[config.mk]
export PLATFORM = sky130hd
export DESIGN_NAME = reset_supervisor
export DESIGN_NICKNAME = d
export VERILOG_FILES = /design/src/rtl/rsup_pkg.sv /design/src/rtl/rsup_sync.sv /design/src/rtl/rsup_debounce.sv /design/src/rtl/rsup_wdog.sv /design/src/rtl/rsup_stretch.sv /design/src/rtl/reset_supervisor.sv
export SDC_FILE = /design/constraint.sdc
export NUM_CORES = 1
export LEC_CHECK = 0
export ABC_CLOCK_PERIOD_IN_PS = 3430
export BUFFER_PORTS_ARGS = -buffer_cell sky130_fd_sc_hd__buf_2
export CORE_MARGIN = 2
export CORE_UTILIZATION = 45
export CTS_BUF_LIST = sky130_fd_sc_hd__clkbuf_8
export DETAILED_ROUTE_END_ITERATION = 6
export PLACE_DENSITY = 0.72
export RECOVER_POWER = 50
export SETUP_SLACK_MARGIN = 0.5
export SYNTH_ARGS = -nofsm -noshare
export SYNTH_HDL_FRONTEND = slang
export SYNTH_SLANG_ARGS = --single-unit
[constraint.sdc]
create_clock -name clk_i -period 3.43 [get_ports clk_i]
set_input_delay 0 -clock clk_i [delete_from_list [all_inputs] [get_ports clk_i]]
set_output_delay 0 -clock clk_i [all_outputs]
set_load 0.005 [all_outputs]
[src/rtl/rsup_pkg.sv]
package rsup_pkg;
  function automatic int unsigned cnt_w(input int unsigned n);
    return (n < 2) ? 1 : $clog2(n);
  endfunction
endpackage

[src/rtl/rsup_sync.sv]
module rsup_sync #(
  parameter int unsigned STAGES  = 2,
  parameter bit          RST_VAL = 1'b0
) (
  input  logic clk_i,
  input  logic rst_ni,
  input  logic d_i,
  output logic q_o
);
  logic [STAGES-1:0] pipe_q;

  always_ff @(posedge clk_i or negedge rst_ni) begin
    if (!rst_ni) pipe_q <= {STAGES{RST_VAL}};
    else         pipe_q <= {pipe_q[STAGES-2:0], d_i};
  end

  assign q_o = pipe_q[STAGES-1];
endmodule

[src/rtl/rsup_debounce.sv]
module rsup_debounce #(
  parameter int unsigned HOLD_CYC = 4,
  parameter bit          RST_VAL  = 1'b1
) (
  input  logic clk_i,
  input  logic rst_ni,
  input  logic d_i,
  output logic q_o
);
  localparam int unsigned CW = rsup_pkg::cnt_w(HOLD_CYC);
  localparam logic [CW-1:0] LAST = CW'(HOLD_CYC - 1);

  logic [CW-1:0] cnt_q;
  logic          filt_q;

  always_ff @(posedge clk_i or negedge rst_ni) begin
    if (!rst_ni) begin
      cnt_q  <= '0;
      filt_q <= RST_VAL;
    end else if (d_i == filt_q) begin
      cnt_q <= '0;
    end else if (cnt_q == LAST) begin
      cnt_q  <= '0;
      filt_q <= d_i;
    end else begin
      cnt_q <= cnt_q + 1'b1;
    end
  end

  assign q_o = filt_q;
endmodule

[src/rtl/rsup_wdog.sv]
module rsup_wdog #(
  parameter int unsigned TIMEOUT_CYC = 64,
  localparam int unsigned CW = rsup_pkg::cnt_w(TIMEOUT_CYC)
) (
  input  logic          clk_i,
  input  logic          rst_ni,
  input  logic          kick_i,
  input  logic          clear_i,
  output logic          edge_o,
  output logic          expire_o,
  output logic [CW-1:0] cnt_o
);
  localparam logic [CW-1:0] LAST = CW'(TIMEOUT_CYC - 1);

  logic          prev_q;
  logic [CW-1:0] cnt_q;

  assign edge_o   = kick_i ^ prev_q;
  // an edge in the final cycle wins over expiry
  assign expire_o = (cnt_q == LAST) && !edge_o && !clear_i;

  always_ff @(posedge clk_i or negedge rst_ni) begin
    if (!rst_ni) begin
      prev_q <= 1'b0;
      cnt_q  <= '0;
    end else begin
      prev_q <= kick_i;
      if (clear_i || edge_o || expire_o) cnt_q <= '0;
      else                               cnt_q <= cnt_q + 1'b1;
    end
  end

  assign cnt_o = cnt_q;
endmodule

[src/rtl/rsup_stretch.sv]
module rsup_stretch #(
  parameter int unsigned RECOVER_CYC = 16,
  localparam int unsigned CW = rsup_pkg::cnt_w(RECOVER_CYC)
) (
  input  logic          clk_i,
  input  logic          rst_ni,
  input  logic          hold_i,
  output logic          active_o,
  output logic [CW-1:0] cnt_o
);
  localparam logic [CW-1:0] LAST = CW'(RECOVER_CYC - 1);

  logic          active_q;
  logic [CW-1:0] cnt_q;

  always_ff @(posedge clk_i or negedge rst_ni) begin
    if (!rst_ni) begin
      active_q <= 1'b1;
      cnt_q    <= '0;
    end else if (hold_i) begin
      active_q <= 1'b1;
      cnt_q    <= '0;
    end else if (active_q) begin
      if (cnt_q == LAST) begin
        active_q <= 1'b0;
        cnt_q    <= '0;
      end else begin
        cnt_q <= cnt_q + 1'b1;
      end
    end
  end

  assign active_o = active_q;
  assign cnt_o    = cnt_q;
endmodule

[src/rtl/reset_supervisor.sv]
module reset_supervisor #(
  parameter int unsigned TIMEOUT_CYC  = 80_000_000,
  parameter int unsigned RECOVER_CYC  = 10_000_000,
  parameter int unsigned DEBOUNCE_CYC = 500_000,
  parameter int unsigned SYNC_STAGES  = 2
) (
  input  logic clk_i,
  input  logic rst_ni,
  input  logic supply_ok_i,
  input  logic man_rst_ni,
  input  logic kick_i,
  output logic sys_rst_o,
  output logic sys_rst_no
);
  localparam int unsigned WD_W = rsup_pkg::cnt_w(TIMEOUT_CYC);
  localparam int unsigned ST_W = rsup_pkg::cnt_w(RECOVER_CYC);

  logic            supply_sync, man_sync, man_filt, kick_sync;
  logic            kick_edge, wd_expire, cause_act, rst_act;
  logic [WD_W-1:0] wd_cnt;
  logic [ST_W-1:0] stretch_cnt;

  rsup_sync #(.STAGES(SYNC_STAGES), .RST_VAL(1'b0)) u_sync_supply (
    .clk_i, .rst_ni, .d_i(supply_ok_i), .q_o(supply_sync));
  rsup_sync #(.STAGES(SYNC_STAGES), .RST_VAL(1'b1)) u_sync_man (
    .clk_i, .rst_ni, .d_i(man_rst_ni), .q_o(man_sync));
  rsup_sync #(.STAGES(SYNC_STAGES), .RST_VAL(1'b0)) u_sync_kick (
    .clk_i, .rst_ni, .d_i(kick_i), .q_o(kick_sync));

  rsup_debounce #(.HOLD_CYC(DEBOUNCE_CYC), .RST_VAL(1'b1)) u_man_db (
    .clk_i, .rst_ni, .d_i(man_sync), .q_o(man_filt));

  rsup_wdog #(.TIMEOUT_CYC(TIMEOUT_CYC)) u_wdog (
    .clk_i, .rst_ni, .kick_i(kick_sync), .clear_i(rst_act),
    .edge_o(kick_edge), .expire_o(wd_expire), .cnt_o(wd_cnt));

  assign cause_act = !supply_sync || !man_filt;

  rsup_stretch #(.RECOVER_CYC(RECOVER_CYC)) u_stretch (
    .clk_i, .rst_ni, .hold_i(cause_act || wd_expire),
    .active_o(rst_act), .cnt_o(stretch_cnt));

  assign sys_rst_o  = rst_act;
  assign sys_rst_no = ~rst_act;
endmodule

==> flow_summary.ini <==
[outcome]
status = finished with violations
failed_checks = capacitance limit, slew limit

[synthesis]
yosys_warnings = 0
yosysSeqAreaShare_pct = 50.8
netlist_area_um2 = 3900
avgSynthCellArea_um2 = 9.69
async_reset_ff_share_pct = 100
yosys.cell_types.count = 49
synth-main-ff-cell = dfrtp_1
syn_nets = 411
synth-edff-count = 0
synthCells = 403
synth-seq-cells = 79

[floorplanning]
initial_core_util_pct = 47.0
die_h_um = 97.1
fp-row-count = 33
fp.dieW_um = 97.1
dieArea_um2 = 9440
io_pins = 7
core_um2 = 8300

[sta]
max_freq_ghz = 0.417
hold_viol = 0
rsz0062_at_grt = no
finalSetupViolCount = 0
clock-skew-final_ps = 14.2
slew_violations = 80
setup_tns_ps = 0
finalCriticalPeriod_ps = 2400
relSlewSlack_pct = -25.4
finalCritPeriodShare_pct = 69.9
tightest_slew_ps = 1880

[routing]
drtAntennaViolNets = 0
drtIter0Drc = 148
wl_met2_um = 3340
wl_met3_um = 250
top_layer = met4
vias = 2927
avgViaCountPerCell = 5.59
post_drt_wl_per_cell_um = 14.0
wl_met1_um = 3590
drc = 0
dr.pass1.iters = 4
totalWireLength_um = 7330

[global_routing]
grt_antenna_before_repair = 0
grt_max_degree = 80
grt_use_total_pct = 16.7
grt_pass1_wl_um = 13100
grt_pass1_vias = 2869
globalRouteOverflowTotal = 0

[finish]
area_delta_synth_final_pct = 8.17
layoutNonFillerInstCount = 524
layout_common_cells = 75 x dfrtp_1, 67 x nor2_1, 42 x nand3_1
n_fill_cell = 766
nets = 422
final_common_cell = dfrtp_1
final_layout_size_suffix_gt1_share_pct = 10.5
num_antenna_cells = 0

[clock_network]
cts_buffers = 9
cts_tree = built
cts_setup_buffers = 0
clk_path_buf_depth = 2
clkTransAtPathRegs_ps = 80
cts_root_buf = clkbuf_8
insertion_delay_ps = 350
ctsHtreeMaxLevel = 3
cts_sinks = 79

[critical_path]
criticalPathCategory = reg2reg
worstPathCellList = ha_1, nand3_2, nor3b_1, and4bb_1, or2_1, nor2_1
cp.required_ps = 3630
crit_slowest_cell = or2_1
worstPathMaxFanout = 25
critPathMaxStageDelay_ps = 680
crit_arrival_ps = 2590
crit_path_start_kind = register
end_kind = register

[place]
dp.cells = 504
place_congestion = 0.896
dp_hpwl_um = 4840
portBuffers = 6

[hold_path]
hold_path_class = in2reg

[flow_run]
cap_violations = 1

[power]
max-vdd-ir-drop_mv = 0.224
p_leak_nw = 1.67
powerDensity_nw_per_um2 = 379
## layout make-up
type	count	area, um2	area share, %
Clock buffer	9	124	2.93
Clock inverter	7	50.0	1.19
Inverter	7	26.3	0.622
Multi-Input combinational cell	307	1840	43.6
Sequential cell	79	1980	46.9
Tap cell	105	131	3.11
Timing Repair Buffer	10	70.1	1.66
## final timing paths
check | cells after the start | startpoint | slack [ps] | to
hold reg to reg | 0 | u_sync_kick.pipe_q[0]$_DFF_PN0_ | 350 | u_sync_kick.pipe_q[1]$_DFF_PN0_
setup reg to reg | 6 | u_wdog.cnt_o[0]$_DFF_PN0_ | 1030 | u_wdog.cnt_o[4]$_DFF_PN0_
hold / removal | 2 | man_rst_ni | 300 | u_sync_man.pipe_q[0]$_DFF_PN1_
max in group asynchronous | 2 | rst_ni | 1610 | u_stretch.cnt_o[7]$_DFFE_PN0P_
setup / recovery | 6 | u_wdog.cnt_o[0]$_DFF_PN0_ | 1030 | u_wdog.cnt_o[4]$_DFF_PN0_
min in group asynchronous | 2 | rst_ni | 710 | u_wdog.cnt_o[22]$_DFF_PN0_
## repair_timing
action / in CTS / in global routing
resized for setup: 0 / 0
endpoints found under the hold margin: 78 / 0
hold buffers: 4 / 0
## where the power goes
group	leakage, nW	switching, W	internal, W
combinational	0.498	0.0000246	0.00000853
clock	0.0928	0.000357	0.000266
sequential	1.08	0.00000446	0.000939
total	1.67	0.000386	0.00121
## worst max-delay path: cells and delay by family, from the launching register on
kind | cells | cell delay [ps]
adders and majority gates | 1 | 210
DFF | 1 | 390
and+or+nand+nor | 5 | 1640
## synthesized netlist by cell type (3+ instances only)
master	number	area (um2)
o31ai_1	3	22.5
ha_1	3	37.5
inv_1	6	22.5
clkbuf_1	3	11.3
nand3_1	42	210
and4_1	7	61.3
nor2_1	67	251
dfrtp_1	75	1880
nor4_1	6	37.5
nor4b_1	3	26.3
nand4_1	12	75.1
o21ai_0	21	105
and3_1	10	62.6
xor2_1	31	272
nand2_1	35	131
xnor2_1	17	149
o21ai_1	6	30.0
dfstp_2	4	105
nor3_1	6	30.0
nor3_2	3	30.0
buf_2	3	15.0
## cells by family (layout without fill, tap and decap cells)
logic type | after synthesis | in the layout | share of synthesized area [%]
flip-flops | 79 | 79 | 50.8
AO/OA/AOI/OAI | 38 | 38 | 5.87
buffers and inverters | 17 | 33 | 2.11
adder cells (fa/ha/maj) | 3 | 3 | 0.962
XOR/XNOR | 48 | 48 | 10.8
multiplexers | 1 | 1 | 0.288
AND/OR/NAND/NOR | 217 | 217 | 29.2
## per-layer routing
layer | up-vias | GRT usage (%)
li1 | 1429 | -
met1 | 1434 | 23.0
met2 | 52 | 25.7
met3 | 12 | 2.81
met4 | 0 | 7.69
met5 | - | 0
## sequential cells by signal (all words and copies together) (netlist names), 2 cells and up
signal / flops
u_man_db.cnt_q: 19
u_stretch.cnt_o: 24
u_sync_kick.pipe_q: 2
u_sync_man.pipe_q: 2
u_sync_supply.pipe_q: 2
u_wdog.cnt_o: 27
## per-stage QoR
step	cell area (um2)	setup slack [ps]	hold WS (ps)	total power (W)	util, %
3_3_place_gp	4010	1130	106	0.000993	48.3
6_report	4220	1030	296	0.00160	50.9
2_1_floorplan	3900	1600	-296	0.000970	-
4_1_cts	4230	997	276	0.00161	50.9
5_1_grt	4220	789	288	0.00166	50.9
3_5_place_dp	4010	1000	107	0.000994	48.3
Note: power is estimated with default switching activity, not from simulation.
